### src/rtl/dac_tw_pkg.sv
package dac_tw_pkg;

    localparam int WORD_W      = 8;
    localparam int CLK_BIT     = 0;
    localparam int DAT_BIT     = 1;
    localparam int FRAME_BYTES = 3;
    localparam int BYTE_BITS   = 8;
    localparam int STEP_LAST   = 2;
    localparam logic [WORD_W-1:0] HDR_BYTE0 = 8'h9C;
    localparam logic [WORD_W-1:0] HDR_BYTE1 = 8'h00;

    typedef enum logic [2:0] {
        PH_IDLE,
        PH_START,
        PH_DATA,
        PH_ACK,
        PH_STOP
    } phase_e;

    typedef enum logic [1:0] {
        WP_IDLE,
        WP_ISSUE,
        WP_HOLD
    } port_e;

    typedef struct packed {
        logic clk_lvl;
        logic dat_lvl;
    } lines_t;

    function automatic lines_t phase_lines(phase_e ph, logic [1:0] step, logic bitval);
        lines_t l;
        l = '{clk_lvl: 1'b0, dat_lvl: 1'b0};
        unique case (ph)
            PH_START: begin
                l.clk_lvl = (step != 2'd2);
                l.dat_lvl = (step == 2'd0);
            end
            PH_DATA: begin
                l.clk_lvl = (step == 2'd1);
                l.dat_lvl = bitval;
            end
            PH_ACK: begin
                l.clk_lvl = (step == 2'd1);
                l.dat_lvl = 1'b0;
            end
            PH_STOP: begin
                l.clk_lvl = (step != 2'd0);
                l.dat_lvl = (step == 2'd2);
            end
            default: l = '{clk_lvl: 1'b0, dat_lvl: 1'b0};
        endcase
        return l;
    endfunction

    function automatic logic [WORD_W-1:0] frame_byte(logic [1:0] idx, logic [WORD_W-1:0] value);
        logic [WORD_W-1:0] b;
        unique case (idx)
            2'd0:    b = HDR_BYTE0;
            2'd1:    b = HDR_BYTE1;
            default: b = value;
        endcase
        return b;
    endfunction

    function automatic logic [WORD_W-1:0] merge_word(logic [WORD_W-3:0] base_hi, lines_t l);
        logic [WORD_W-1:0] w;
        w = {base_hi, 2'b00};
        w[CLK_BIT] = l.clk_lvl;
        w[DAT_BIT] = l.dat_lvl;
        return w;
    endfunction

endpackage

### src/rtl/dac_tw_stepper.sv
module dac_tw_stepper
    import dac_tw_pkg::*;
(
    input  logic              clk,
    input  logic              rst,
    input  logic              load,
    input  logic              adv,
    input  logic [WORD_W-1:0] value,
    output lines_t            lines,
    output logic              last
);
    localparam int BIT_W = $clog2(BYTE_BITS);

    phase_e           phase_q;
    logic [1:0]       step_q;
    logic [1:0]       byte_q;
    logic [BIT_W-1:0] bit_q;
    logic [WORD_W-1:0] cur_byte;

    assign cur_byte = frame_byte(byte_q, value);
    assign lines    = phase_lines(phase_q, step_q, cur_byte[bit_q]);
    assign last     = (phase_q == PH_STOP) && (step_q == 2'(STEP_LAST));

    always_ff @(posedge clk) begin
        if (rst) begin
            phase_q <= PH_IDLE;
            step_q  <= '0;
            byte_q  <= '0;
            bit_q   <= '0;
        end else if (load) begin
            phase_q <= PH_START;
            step_q  <= '0;
            byte_q  <= '0;
            bit_q   <= BIT_W'(BYTE_BITS - 1);
        end else if (adv) begin
            if (step_q != 2'(STEP_LAST)) begin
                step_q <= step_q + 2'd1;
            end else begin
                step_q <= '0;
                unique case (phase_q)
                    PH_START: begin
                        phase_q <= PH_DATA;
                        byte_q  <= '0;
                        bit_q   <= BIT_W'(BYTE_BITS - 1);
                    end
                    PH_DATA: begin
                        if (bit_q == '0) phase_q <= PH_ACK;
                        else             bit_q   <= bit_q - 1'b1;
                    end
                    PH_ACK: begin
                        if (byte_q == 2'(FRAME_BYTES - 1)) begin
                            phase_q <= PH_STOP;
                        end else begin
                            phase_q <= PH_DATA;
                            byte_q  <= byte_q + 2'd1;
                            bit_q   <= BIT_W'(BYTE_BITS - 1);
                        end
                    end
                    default: phase_q <= phase_q;
                endcase
            end
        end
    end
endmodule

### src/rtl/dac_tw_hold_timer.sv
module dac_tw_hold_timer #(
    parameter int HOLD_TICKS = 500
) (
    input  logic clk,
    input  logic rst,
    input  logic run,
    output logic expired
);
    localparam int CW = (HOLD_TICKS < 2) ? 1 : $clog2(HOLD_TICKS);

    logic [CW-1:0] cnt_q;

    assign expired = run && (cnt_q == CW'(HOLD_TICKS - 1));

    always_ff @(posedge clk) begin
        if (rst || !run || expired) cnt_q <= '0;
        else                        cnt_q <= cnt_q + 1'b1;
    end
endmodule

### src/rtl/dac_tw_write_ctrl.sv
module dac_tw_write_ctrl
    import dac_tw_pkg::*;
(
    input  logic clk,
    input  logic rst,
    input  logic start,
    input  logic wr_ready,
    input  logic hold_expired,
    input  logic last,
    output logic load,
    output logic adv,
    output logic issuing,
    output logic holding,
    output logic busy,
    output logic done
);
    port_e state_q, state_d;
    logic  done_q;

    always_comb begin
        state_d = state_q;
        load    = 1'b0;
        adv     = 1'b0;
        unique case (state_q)
            WP_IDLE: if (start) begin
                state_d = WP_ISSUE;
                load    = 1'b1;
            end
            WP_ISSUE: if (wr_ready) state_d = WP_HOLD;
            WP_HOLD: if (hold_expired) begin
                if (last) begin
                    state_d = WP_IDLE;
                end else begin
                    state_d = WP_ISSUE;
                    adv     = 1'b1;
                end
            end
            default: state_d = WP_IDLE;
        endcase
    end

    always_ff @(posedge clk) begin
        if (rst) begin
            state_q <= WP_IDLE;
            done_q  <= 1'b0;
        end else begin
            state_q <= state_d;
            done_q  <= (state_q == WP_HOLD) && hold_expired && last;
        end
    end

    assign issuing = (state_q == WP_ISSUE);
    assign holding = (state_q == WP_HOLD);
    assign busy    = (state_q != WP_IDLE);
    assign done    = done_q;
endmodule

### src/rtl/twowire_dac_sender.sv
module twowire_dac_sender
    import dac_tw_pkg::*;
#(
    parameter int                HOLD_TICKS = 500,
    parameter int                ADDR_W     = 8,
    parameter logic [ADDR_W-1:0] REG_ADDR   = 'h03
) (
    input  logic              clk,
    input  logic              rst,
    input  logic              start_i,
    input  logic [7:0]        value_i,
    input  logic [7:0]        base_i,
    output logic              wr_valid_o,
    input  logic              wr_ready_i,
    output logic [ADDR_W-1:0] wr_addr_o,
    output logic [7:0]        wr_data_o,
    output logic              busy_o,
    output logic              done_o
);
    logic [WORD_W-3:0] base_q;
    logic [WORD_W-1:0] value_q;
    logic              load, adv, issuing, holding, busy, last, hold_expired;
    lines_t            lines;

    always_ff @(posedge clk) begin
        if (rst) begin
            base_q  <= '0;
            value_q <= '0;
        end else if (load) begin
            base_q  <= base_i[WORD_W-1:2];
            value_q <= value_i;
        end
    end

    dac_tw_write_ctrl u_ctrl (
        .clk          (clk),
        .rst          (rst),
        .start        (start_i),
        .wr_ready     (wr_ready_i),
        .hold_expired (hold_expired),
        .last         (last),
        .load         (load),
        .adv          (adv),
        .issuing      (issuing),
        .holding      (holding),
        .busy         (busy),
        .done         (done_o)
    );

    dac_tw_stepper u_step (
        .clk   (clk),
        .rst   (rst),
        .load  (load),
        .adv   (adv),
        .value (value_q),
        .lines (lines),
        .last  (last)
    );

    dac_tw_hold_timer #(.HOLD_TICKS(HOLD_TICKS)) u_hold (
        .clk     (clk),
        .rst     (rst),
        .run     (holding),
        .expired (hold_expired)
    );

    assign wr_valid_o = issuing;
    assign wr_addr_o  = REG_ADDR;
    assign wr_data_o  = merge_word(base_q, lines);
    assign busy_o     = busy;
endmodule

### config.mk
export PLATFORM = sky130hd
export DESIGN_NAME = twowire_dac_sender
export DESIGN_NICKNAME = d
export VERILOG_FILES = /design/src/rtl/dac_tw_pkg.sv /design/src/rtl/dac_tw_stepper.sv /design/src/rtl/dac_tw_hold_timer.sv /design/src/rtl/dac_tw_write_ctrl.sv /design/src/rtl/twowire_dac_sender.sv
export SDC_FILE = /design/constraint.sdc
export NUM_CORES = 1
export LEC_CHECK = 0
export BUFFER_PORTS_ARGS = -buffer_cell sky130_fd_sc_hd__buf_4
export CAP_MARGIN = 20
export CORE_MARGIN = 5
export CORE_UTILIZATION = 45
export DETAILED_ROUTE_END_ITERATION = 12
export GPL_TIMING_DRIVEN = 0
export HOLD_SLACK_MARGIN = 0.08
export PLACE_DENSITY_LB_ADDON = 0.08
export SYNTH_ARGS = -nofsm -noshare
export SYNTH_HDL_FRONTEND = slang
export SYNTH_SLANG_ARGS = --single-unit
export TNS_END_PERCENT = 20
### constraint.sdc
create_clock -name clk -period 2.4 [get_ports clk]
set_input_delay 0.24 -clock clk [delete_from_list [all_inputs] [get_ports clk]]
set_output_delay 0.24 -clock clk [all_outputs]
set_load 0.01 [all_outputs]
## Word-level counts from Yosys, hierarchy flattened

Cells that the tools add are included.

| operators by class | value |
|---|---|
| $add $sub $neg | 4 |
| multiply operators | 0 |
| divide/modulo/power cells | 0 |
| magnitude comparators | 1 |
| equality and inequality tests | 21 |
| shifts and indexed selects | 0 |
| muxes and demuxes | 29 |
| bitwise gates (word level) | 1 |
| reduce and logical (&&, ||, !) cells | 23 |

Operator list:

| kind | count |
|---|---|
| two-way mux 3 bit | 7 |
| one-hot mux 3 bit (3 select lines) | 2 |
| one-hot mux 8 bit (2 select lines) | 1 |
| AND reduction 4 bit | 3 |
| two-way mux 1 bit | 10 |
| two-way mux 2 bit | 5 |
| != test 2 bit, second input constant | 5 |
| adder 9 x 1 -> 9 bit, second input constant | 1 |
| equality test 9 bit, second input constant | 1 |
| one-hot mux 2 bit (4 select lines) | 1 |
| nonzero test 2 bit | 4 |
| equality test 2 x 1 -> 1 bit, second input constant | 3 |
| equality test 2 bit, second input constant | 3 |
| equality test 3 x 2 -> 1 bit, second input constant | 2 |
| zero test 2 bit | 3 |
| != test 3 bit, second input constant | 2 |
| one-hot mux 2 bit (3 select lines) | 1 |
| AND reduction 5 bit | 1 |
| adder 2 x 1 -> 2 bit, second input constant | 2 |
| logical AND 1 bit | 4 |
| less-than comparator 3 x 4 -> 1 bit, second input constant | 1 |
| != test 2 x 1 -> 1 bit, second input constant | 2 |
| one-hot mux 2 bit (2 select lines) | 1 |
| nonzero test 4 bit | 1 |
| 12 further kinds | 13 |

| storage, ports and cells | value |
|---|---|
| register bits | 36 |
| latch bits | 0 |
| RAM bits | 0 |
| bits in read-only memories | 0 |
| output and inout bits | 19 |
| memories kept | 0 |

## Depth between registers and ports, before layout

Gate-level depths: netlist (run 1).

| logic depth | value |
|---|---|
| depth after elaboration | 7 |
| depth in mapped cells | 7 |
| depth with buffers taken out | 6 |

## Hierarchy

A second synthesis (run 1) with hierarchy kept.

| unflattened totals | value |
|---|---|
| cell total of the unflattened synthesis | 217 |
| area, all modules | 2,029.4 sq um |

By module, submodules not included:

| module | times used | cells an instance | area each (sq um) | sequential area each (sq um) |
|---|---|---|---|---|
| dac_tw_stepper | 1 | 95 | 849.6 | 200.2 |
| twowire_dac_sender | 1 | 55 | 575.6 | 280.3 |
| dac_tw_hold_timer | 1 | 48 | 417.9 | 180.2 |
| dac_tw_write_ctrl | 1 | 19 | 186.4 | 60.1 |

## Worst setup path before layout (run 1)

OpenSTA, ideal clock, no wires.

| timing | value |
|---|---|
| path kind | reg2out |
| from | register u_step.byte_q[1] |
| to | output wr_data_o[1] |
| arrival time | 1.691 ns |
| setup slack | 0.469 ns |
| stages on the path, launching flop included | 7 |
| buffers on the path | 0 |
| cell sequence | dfxtp_1 > inv_1 > ha_1 > or4b_1 > o31ai_1 > a211oi_1 > o31ai_1 |

| on the way | value |
|---|---|
| cells in the longest elaborated chain, start to end | 5 |
| elaborated cells between the ends (all ways) | 6 |

Ends and longest elaborated chain:

| item | line | RTL |
|---|---|---|
| from (decl) | dac_tw_stepper.sv:16 | `logic [1:0] byte_q;` |
| from (signal assigned) | dac_tw_stepper.sv:55 | `byte_q <= byte_q + 2'd1;` |
| equality test 2 x 1 -> 1 bit / zero test 2 bit (equally long branches) | dac_tw_pkg.sv:58 | `unique case (idx)` |
| one-hot mux 8 bit (2 select lines) (*) | dac_tw_pkg.sv:58 |  |
| binary-select mux 1 bit (select 3 bit) (*) | dac_tw_stepper.sv:21 | `assign lines = phase_lines(phase_q, step_q, cur_byte[bit_q]);` |
| two-way mux 1 bit (implied by the code) (*) | dac_tw_stepper.sv:21 |  |
| one-hot mux 2 bit (4 select lines) (*) | dac_tw_pkg.sv:34 | `unique case (ph)` |
| to (decl) | twowire_dac_sender.sv:16 | `output logic [7:0] wr_data_o,` |

Every way passes the cells marked *; elsewhere a longest branch is shown, timed or not. The select of a mux whose other input is x is not followed.

## Worst setup path in the final report (run 1)

Same ends and word-level chain as after synthesis.

==> metrics.md, run 1 <==
| Metric | Value |
|---|---|
| Synth warn | `0` |
| Antenna-violating nets left | `0` |
| Die Y | `74.30 um` |
| Root Driver | `clkbuf_8` |
| FF+latch count, synth | `36` |
| Setup TNS Final | `0 ps` |
| # rows | `23` |
| Critical path class | `reg2out` |
| Final WL | `4154 um` |
| Final #Nets | `between 200 and 300` |
| Worst path arrival time | `between 2000 and 2500 ps` |
| Finished Core Util | `a little under three fifths` |
| Flop-to-flop setup slack | `~470 ps` |
| Clock Tree Buf Depth | `2` |
| DR vias | `about 1700` |
| Share of the synthesized area in the top cell type | `38.74%` |
| Synthesized instance count | `230` |
| Synth Flop Type | `dfxtp_1` |
| Relative max-transition margin | `a little over half` |
| Starting density of the core | `46.51%` |
| Pins Over Slew Limit | `0` |
| HP Class | `in2reg` |
| # DRC | `0` |
| Share of post-route cells with drive strength above 1 | `between 10% and 20%` |
| Clk slew on worst S/H paths | `70 ps` |
| Die width | `74.30 um` |
| Max Fclk | `approximately 440 MHz` |
| Clock Skew | `between 3 and 4 ps` |
| Run status | `finished clean` |
| Post-synth EDFFs | `0` |
| DR WL/cell | `between 10 and 15 um` |
| Inserted Diodes | `0` |
| Clock latency at the later pin of the worst-skew pair | `between 200 and 300 ps` |
| Gr usage total | `17.04%` |
| IO Count | `39` |
| Core ar. | `between 0.004 and 0.005 sq mm` |
| Maximum fanout along the worst path | `7` |
| Final hold violation count | `0` |
| Synth top area cells | `dfxtp_1 39%, nand2_1 7.1%, a21oi_1 6.7%` |
| Period Utilization, post-route | `94.47%` |
| Commonest non-fill, non-tap cells in the layout | `36 x buf_4, 35 x nand2_1, 34 x dfxtp_1` |
| TritonRoute pass-1 iters | `4` |
| Max Cap Viol | `0` |
| Via count of the first global-routing pass | `about 1600` |
| Fin crit period | `between 2000 and 2500 ps` |
| PortBufs | `28` |
| Largest net degree at the start of global routing | `11` |
| Initial antenna violation count | `0` |
| CTS tree | `built` |
| # H-tree levels | `2` |
| Tightest Pin Transition | `~690 ps` |
| Async S/R FF share, synth | `0%` |
| Hold-fix buffers at CTS | `0` |
| Placer congestion estimate | `between 0.7 and 0.8` |
| Avg Cell Area, Syn | `between 8 and 9 sq um` |
| Mapped Area | `0.001861 sq mm` |
| 1st-iter DRT viols | `107` |
| Area grow syn2layout | `21.45%` |
| Hpwl dp | `slightly above 3000 um` |
| Via/cell ratio | `between 5 and 6` |
| Most common cell after layout, fill and taps aside | `buf_4` |
| Cell Pwr Density | `approximately 570 mW/mm^2` |
| Post CTS Setup Buffer Count | `0` |
| Total CTS buffers | `5` |
| CP Capture Type | `output pin` |
| Area leader, netlist | `dfxtp_1` |
| Setup violators final | `0` |
| Seq/Total Area, Yosys | `about 39%` |
| Static Leak | `0.8874 nW` |
| Worst EP required | `between 2000 and 2500 ps` |
| DIE AREA | `~0.0055 sq mm` |
| RSZ-0062 raised after global routing | `false` |
| Maximum vdd drop | `~0.33 mV` |
| Yosys cell types | `45` |
| First-pass GRT wire length | `approximately 7300 um` |
| CTS Sinks | `36` |
| Critical path launch point type | `register` |
| Global route total overflow | `0` |
-- registers in the layout, indices dropped and copies added, names as in the netlist --
| name | count |
|---|---|
| u_step.byte_q | 2 |
| u_ctrl.state_q | 2 |
| u_step.bit_q | 3 |
| u_step.step_q | 2 |
| u_step.phase_q | 3 |
| base_q | 6 |
| u_hold.cnt_q | 9 |
| u_ctrl.done | 1 |
| value_q | 8 |
-- layout make-up --
type	instances	area, sq um
flip-flops and latches	36	728.2
fillers	398	1740
inverters	10	37.54
plain buffers	17	95.09
clock buffers	7	96.34
multi-input cells	173	1030
well taps	50	62.56
repair buffers	28	210.2
-- per-stage QoR --
step / setup WS [ps] / cells / hold WS [ps] / total power, W / area, sq um
2_1_floorplan: 469.2 / 236 / 376.0 / 0.0007737 / 1883
3_3_place_gp: 278.0 / 314 / 441.8 / 0.0008466 / 2156
3_5_place_dp: 280.8 / 314 / 447.4 / 0.0008475 / 2156
4_1_cts: 34.02 / 321 / 180.0 / 0.001319 / 2255
5_1_grt: 9.048 / 321 / 185.3 / 0.001369 / 2260
6_report: 132.7 / 321 / 191.8 / 0.001299 / 2260
-- final timing paths --
kind,startpoint,end,depth (start not counted)
min reg2reg,value_q[3]$_SDFFE_PP0P_,value_q[3]$_SDFFE_PP0P_,2
max,u_step.byte_q[1]$_SDFFE_PP0P_,wr_data_o[1],7
max reg2reg,u_step.bit_q[0]$_SDFFE_PP0P_,u_step.bit_q[0]$_SDFFE_PP0P_,7
min,value_i[4],value_q[4]$_SDFFE_PP0P_,3
-- metal layers --
layer | wire length [um] | vias up | share of wire [%] | GRT usage, %
met1 | 2070 | 741 | 50 | 23.39
met5 | 0 | - | 0 | 0
met3 | 247 | 7 | 5.9 | 5.405
met2 | 1765 | 37 | 42 | 25.00
met4 | 72 | 0 | 1.7 | 6.522
li1 | - | 871 | - | -
-- report_power, final --
group / switching, W / internal (W) / leakage, nW / total (W)
combinational: 0.000101 / 0.0000890 / 0.542 / 0.000190
clock: 0.000212 / 0.000256 / 0.0503 / 0.000468
sequential: 0.0000199 / 0.000622 / 0.295 / 0.000641
total: 0.000333 / 0.000966 / 0.887 / 0.00130
-- repair_timing --
item	in CTS	in global routing
setup endpoints to repair	1	1
resized for setup	2	2
hold endpoints to repair	0	0
pin swaps	0	1
-- synthesized netlist by cell type (3+ instances only) --
cell type  count
buf_4          8
o21ai_0        4
nor2b_1        4
a311oi_1       3
nor2_1        23
o31ai_1        4
or3_1          5
ha_1           6
inv_1         10
a211oi_1       5
clkbuf_1       8
a21oi_1       25
xnor2_1        3
dfxtp_1       36
nand2_1       35
nor3_1         4
nand2b_1       3
nand4_1        4
nand3_1        6
mux2i_1        4
a31oi_1        3
-- critical path, cell delays in order, from the launching register on --
cell	delay (ps)
dfxtp_4	380
inv_1	70
ha_1	200
or4b_1	510
o31ai_1	80
a211oi_1	110
o31ai_1	220
buf_4	170
-- cells by family after synthesis --
family | Yosys count | share of synthesized area, %
fa+ha+maj | 6 | 4.035
simple gates | 100 | 28.51
buf+inv | 27 | 7.129
mux | 4 | 2.152
other cells | 2 | 0.4036
compound gates | 51 | 17.15
flops | 36 | 38.74
xor+xnor | 4 | 1.883
No activity file was read; power rests on OpenSTA's default activity.
==> inputs of run 2 (changes only) <==
--- a/config.mk
+++ b/config.mk
@@ -8,7 +8,7 @@
 export BUFFER_PORTS_ARGS = -buffer_cell sky130_fd_sc_hd__buf_4
 export CAP_MARGIN = 20
 export CORE_MARGIN = 5
-export CORE_UTILIZATION = 45
+export CORE_UTILIZATION = 54
 export DETAILED_ROUTE_END_ITERATION = 12
 export GPL_TIMING_DRIVEN = 0
 export HOLD_SLACK_MARGIN = 0.08
==> constraint.sdc (replaced) <==
create_clock -name clk -period 2.27 [get_ports clk]
set_input_delay 0.227 -clock clk [delete_from_list [all_inputs] [get_ports clk]]
set_output_delay 0.227 -clock clk [all_outputs]
set_load 0.01 [all_outputs]
==> metrics.md, run 2 (synthesized netlist as in run 1, its figures left out) <==
| Metric | Value |
|---|---|
| Inserted Diodes | `0` |
| Tightest Pin Transition | `640.1 ps` |
| Clock Tree Buf Depth | `2` |
| Starting density of the core | `between 50% and 60%` |
| Clk slew on worst S/H paths | `between 100 and 150 ps` |
| Worst EP required | `2040 ps` |
| Placed Cells incl. Taps | `310` |
| Global route total overflow | `0` |
| DR WL/cell | `12.34 um` |
| Hpwl dp | `between 2000 and 3000 um` |
| Largest net degree at the start of global routing | `12` |
| Worst path cell trace | `inv_2, ha_4, or4b_1, o31ai_1, a211oi_1, o31ai_1, buf_4` |
| Period Utilization, post-route | `between 90% and 100%` |
| Maximum fanout along the worst path | `4` |
| Critical path class | `reg2out` |
| First-pass GRT wire length | `~6600 um` |
| DR top layer | `met4` |
| Run status | `finished clean` |
| Critical path launch point type | `register` |
| Hold Path Stages | `3` |
| Final #Nets | `around 300` |
| Flop-to-flop setup slack | `470 ps` |
| Gr usage total | `18.96%` |
| Share of post-route cells with drive strength above 1 | `about 22%` |
| # DRC | `0` |
| Post-Layout Inst Area | `about 0.0023 sq mm` |
| Die width | `slightly below 70 um` |
| R2R depth | `5` |
| Commonest non-fill, non-tap cells in the layout | `39 x buf_4, 35 x nand2_1, 34 x dfxtp_1` |
| CP Capture Type | `output pin` |
| TritonRoute pass-1 iters | `5` |
| Final WL | `slightly below 4000 um` |
| Post-place setup slack | `approximately 200 ps` |
| Fin cells | `320` |
| Most common cell after layout, fill and taps aside | `buf_4` |
| CTS tree | `built` |
| Setup TNS Final | `0 ps` |
| Largest register FFs | `9` |
| RSZ-0062 raised after global routing | `true` |
| Clock latency at the later pin of the worst-skew pair | `between 300 and 400 ps` |
| Met1 wire length | `between 1500 and 2000 um` |
| Relative max-transition margin | `between 50% and 60%` |
| CP dominant cell by count | `o31ai_1` |
| Via/cell ratio | `about 5.3` |
| CP max-delay cell | `or4b_1` |
| Worst reg2reg startpoint | `u_hold.cnt_q[0]$_SDFF_PP0_` |
| Placed inst area | `0.002151 sq mm` |
| DR vias | `between 1500 and 2000` |
| Max Fclk | `445.6 MHz` |
| Largest Register | `u_hold.cnt_q` |
| Antenna-violating nets left | `0` |
| Cell Pwr Density | `602.1 mW/mm^2` |
| Static Leak | `approximately 0.91 nW` |
| Setup ws final | `approximately 26 ps` |
| PortBufs | `28` |
| Die Y | `68.70 um` |
| Core ar. | `between 0.003 and 0.004 sq mm` |
| Pins Over Slew Limit | `0` |
| # rows | `21` |
| Worst reg2reg endpoint | `u_step.bit_q[1]$_SDFFE_PP0P_` |
| IO Count | `39` |
| Largest registers | `u_hold.cnt_q (9), value_q (8), base_q (6)` |
| Max Cap Viol | `0` |
| Tot Pwr | `~0.0014 W` |
| Fin crit period | `between 2000 and 2500 ps` |
| WL met2 | `between 1500 and 2000 um` |
| Crit path largest cell delay | `between 400 and 500 ps` |
| Total CTS buffers | `5` |
| HP Class | `in2reg` |
| # H-tree levels | `2` |
| CTS Sinks | `36` |
| DIE AREA | `approximately 0.0047 sq mm` |
| Setup violators final | `0` |
| Worst path arrival time | `a little over 2000 ps` |
| Clock Skew | `approximately 4.3 ps` |
| Placer congestion estimate | `between 0.8 and 0.9` |
| 1st-iter DRT viols | `about 130` |
| Hold path startpoint | `base_i[3]` |
| Initial antenna violation count | `0` |
| Root Driver | `clkbuf_4` |
| WL met3 | `about 260 um` |
| Worst Hold Endpoint | `base_q[1]$_SDFFE_PP0P_` |
| Final hold violation count | `0` |
| Via count of the first global-routing pass | `1522` |
| Maximum vdd drop | `approximately 0.56 mV` |
| Fill count | `between 200 and 300` |
| Area grow syn2layout | `23.60%` |
-- run 2: cell count changes in the layout (fill, tap and decap cells not counted), sizes merged --
cell,previous run,this run
buf,37,40
clkbuf,15,14
bufinv,0,1
-- run 2: metrics by stage --
step / utilization [%] / hold WS, ps
6_report: 68.92 / 113.1
5_1_grt: 68.92 / 82.16
4_1_cts: 68.28 / 96.15
3_5_place_dp: 64.45 / 447.8
3_3_place_gp: 64.45 / 444.0
2_1_floorplan: - / 363.0
-- run 2: critical path, delay by kind of cell (launching register included) --
family | cells | cell delay (ps)
adders and majority gates | 1 | 160
and+or+nand+nor | 1 | 470
AOI/OAI and AO/OA | 3 | 430
DFF | 1 | 400
buffers and inverters | 2 | 220
-- run 2: power by group --
part           switching, W  internal, W  leakage (nW)  total, W
Combinational      0.000101    0.0000936         0.561  0.000195
Clock              0.000216     0.000292        0.0515  0.000508
Sequential        0.0000241     0.000657         0.295  0.000681
Total              0.000342      0.00104         0.908   0.00138
-- run 2: how the worst max path moves through the flow --
| stage | start | slack (ps) | to |
|---|---|---|---|
| after floorplan | u_step.byte_q[1]$_SDFFE_PP0P_ | 350 | wr_data_o[1] |
| after global placement | u_step.byte_q[1]$_SDFFE_PP0P_ | 190 | wr_data_o[1] |
| after detailed placement | u_step.byte_q[1]$_SDFFE_PP0P_ | 200 | wr_data_o[1] |
| after CTS | u_step.byte_q[0]$_SDFFE_PP0P_ | 2 | wr_data_o[1] |
| after global routing | u_step.byte_q[1]$_SDFFE_PP0P_ | -70 | wr_data_o[1] |
| final | u_step.byte_q[0]$_SDFFE_PP0P_ | 30 | wr_data_o[1] |
-- run 2: metal layers --
| layer | global-route usage, % | up-vias |
|---|---|---|
| li1 | - | 875 |
| met3 | 5.997 | 7 |
| met2 | 27.77 | 48 |
| met5 | 0 | - |
| met4 | 8.516 | 0 |
| met1 | 25.32 | 767 |
-- run 2: timing repair --
item / 4_1_cts / 5_1_grt
endpoints found under the setup margin: 1 / 1
gates resized for setup: 5 / 6
endpoints found under the hold margin: 0 / 0
hold buffers: 0 / 0
gates cloned: 0 / 0
pin swaps: 2 / 4
buffers inserted: 3 / 0
-- run 2: area by class of cell --
| type | instances | area [sq um] | area share, % |
|---|---|---|---|
| sequential | 36 | 728.2 | 31.66 |
| inverter | 10 | 40.04 | 1.741 |
| multi-input combinational | 173 | 1055 | 45.86 |
| clock inverter | 1 | 30.03 | 1.306 |
| buffer | 16 | 91.34 | 3.972 |
| timing repair buffer | 31 | 232.7 | 10.12 |
| tap | 46 | 57.56 | 2.503 |
| clock buffer | 7 | 65.06 | 2.829 |
==> inputs of run 3 (changes only) <==
--- a/config.mk
+++ b/config.mk
@@ -8,7 +8,7 @@
 export BUFFER_PORTS_ARGS = -buffer_cell sky130_fd_sc_hd__buf_4
 export CAP_MARGIN = 20
 export CORE_MARGIN = 5
-export CORE_UTILIZATION = 54
+export CORE_UTILIZATION = 58
 export DETAILED_ROUTE_END_ITERATION = 12
 export GPL_TIMING_DRIVEN = 0
 export HOLD_SLACK_MARGIN = 0.08
==> constraint.sdc (replaced) <==
create_clock -name clk -period 2.6 [get_ports clk]
set_input_delay 0.26 -clock clk [delete_from_list [all_inputs] [get_ports clk]]
set_output_delay 0.26 -clock clk [all_outputs]
set_load 0.01 [all_outputs]
==> metrics.md, run 3 (synthesized netlist as in run 1, its figures left out) <==
| Metric | Value |
|---|---|
| Worst EP required | `2340 ps` |
| Die Y | `66.64 um` |
| Initial antenna violation count | `0` |
| Root Driver | `clkbuf_4` |
| Commonest non-fill, non-tap cells in the layout | `36 x buf_4, 35 x nand2_1, 35 x dfxtp_1` |
| DR WL/cell | `~12 um` |
| Power share of the clock group | `24.8%` |
| DR vias | `1670` |
| R2R depth | `7` |
| Global route total overflow | `0` |
| Crit path largest cell delay | `520 ps` |
| Hold-fix buffers at CTS | `0` |
| Period Utilization, post-route | `93.89%` |
| Final #Nets | `around 300` |
| Largest Register | `u_hold.cnt_q` |
| Static Leak | `roughly 0.86 nW` |
| HP Class | `in2reg` |
| Largest net degree at the start of global routing | `11` |
| Critical path class | `reg2out` |
| Clock Tree Buf Depth | `2` |
| Worst reg2reg endpoint | `u_step.bit_q[0]$_SDFFE_PP0P_` |
| Power share of the combinational group | `17.1%` |
| Largest register FFs | `9` |
| PortBufs | `28` |
| First-pass GRT wire length | `between 6000 and 7000 um` |
| Maximum vdd drop | `0.2914 mV` |
| # DRC | `0` |
| Worst reg2reg startpoint | `u_step.bit_q[0]$_SDFFE_PP0P_` |
| Starting density of the core | `60.94%` |
| Worst path arrival time | `2180 ps` |
| Tot Pwr | `0.001023 W` |
| Pins Over Slew Limit | `0` |
| Clk slew on worst S/H paths | `~100 ps` |
| CP Capture Point | `wr_data_o[1]` |
| Placed inst area | `roughly 0.0021 sq mm` |
| 1st-iter DRT viols | `160` |
| Setup violators final | `0` |
| Post-Layout Inst Area | `0.002187 sq mm` |
| CP max-delay cell | `or4b_1` |
| Core ar. | `0.003053 sq mm` |
| CP Capture Type | `output pin` |
| Via count of the first global-routing pass | `1514` |
| Relative max-transition margin | `roughly 54%` |
| RSZ-0062 raised after global routing | `false` |
| Hold path startpoint | `wr_ready_i` |
| Area grow syn2layout | `17.55%` |
| IO Count | `39` |
| WP depth | `7` |
| Cell Pwr Density | `467.6 mW/mm^2` |
| Final WL | `3896 um` |
| Post CTS Setup Buffer Count | `0` |
| Gr usage total | `around a fifth` |
| Placer congestion estimate | `0.8269` |
| Clock latency at the later pin of the worst-skew pair | `approximately 330 ps` |
| Flop-to-flop setup slack | `just over 700 ps` |
| Cts repair resizes | `0` |
| Run status | `finished clean` |
| Max Cap Viol | `0` |
| Register share of total power | `approximately three fifths` |
| Hpwl dp | `~2900 um` |
| Placed Cells incl. Taps | `308` |
| Maximum fanout along the worst path | `6` |
| Critical path launch point type | `register` |
| Most common cell after layout, fill and taps aside | `buf_4` |
| Via/cell ratio | `roughly 5.3` |
| Final hold violation count | `0` |
| Largest registers | `u_hold.cnt_q (9), value_q (8), base_q (6)` |
| Int Power | `0.0007480 W` |
| Setup TNS Final | `0 ps` |
| Die width | `approximately 67 um` |
| Switching Power | `between 0.0002 and 0.0003 W` |
| Share of post-route cells with drive strength above 1 | `between 10% and 20%` |
| Clock Skew | `around 8 ps` |
| Crit path from | `u_step.byte_q[0]$_SDFFE_PP0P_` |
| TritonRoute pass-1 iters | `4` |
| CTS Sinks | `36` |
| # H-tree levels | `2` |
| Fin crit period | `2441 ps` |
| Fin cells | `around 310` |
| Inserted Diodes | `0` |
| CP delay by family, top | `simple AND/OR/NAND/NOR gates` |
| Bufs and invs on worst path | `2` |
| Antenna-violating nets left | `0` |
| Max Fclk | `about 410 MHz` |
| CTS tree | `built` |
| Total CTS buffers | `5` |
| Tightest Pin Transition | `between 600 and 700 ps` |
| Sw frac | `26.85%` |
| DIE AREA | `0.004440 sq mm` |
| Worst path cell trace | `inv_1, ha_1, or4b_1, o31ai_1, a211oi_1, o31ai_1, buf_4` |
| CP dominant cell by count | `o31ai_1` |
| # rows | `20` |
==> run 3: final cells by class <==
class                           count  area (sq um)
Fill cell                         291         865.8
Multi-Input combinational cell    173          1030
Clock buffer                        5         37.54
Tap cell                           44         55.05
Sequential cell                    36         721.9
Buffer                             17         95.09
Inverter                           10         37.54
Timing Repair Buffer               28         210.2
==> run 3: per-stage QoR <==
stage	hold WS [ps]	setup slack [ps]	util, %
2_1_floorplan	396.0	649.2	-
3_3_place_gp	441.5	494.4	70.37
3_5_place_dp	450.6	492.5	70.37
4_1_cts	152.9	101.5	71.60
5_1_grt	161.4	11.04	71.64
6_report	166.7	158.8	71.64
==> run 3: worst min-delay path, stage by stage <==
cell,delay [ps]
buf_4,90
nand3b_1,70
nand2_1,60
==> run 3: worst min path at each step <==
| stage | endpoint | slack [ps] | cells after the start |
|---|---|---|---|
| after global routing | value_q[3]$_SDFFE_PP0P_ | 160 | 3 |
| after global placement | value_q[6]$_SDFFE_PP0P_ | 440 | 2 |
| final | u_ctrl.state_q[1]$_SDFFE_PP0P_ | 170 | 3 |
| after floorplan | value_q[6]$_SDFFE_PP0P_ | 400 | 2 |
| after CTS | u_ctrl.state_q[1]$_SDFFE_PP0P_ | 150 | 3 |
| after detailed placement | base_q[0]$_SDFFE_PP0P_ | 450 | 2 |
==> run 3: power by group through the flow <==
stage          registers, W  logic [W]  clock network [W]
3_5_place_dp       0.000606   0.000174                  0
4_1_cts            0.000593   0.000175           0.000264
5_1_grt            0.000597   0.000197           0.000282
3_3_place_gp       0.000605   0.000172                  0
2_1_floorplan      0.000605   0.000109                  0
6_report           0.000594   0.000175           0.000254
==> run 3: layer usage <==
metal  vias to the layer above  global-route usage (%)  wire [um]
met5                         -                       0          0
met4                         0                   5.838         48
met3                         7                   5.565        259
met2                        50                   30.20       1748
met1                       745                   24.77       1839
li1                        868                       -          -
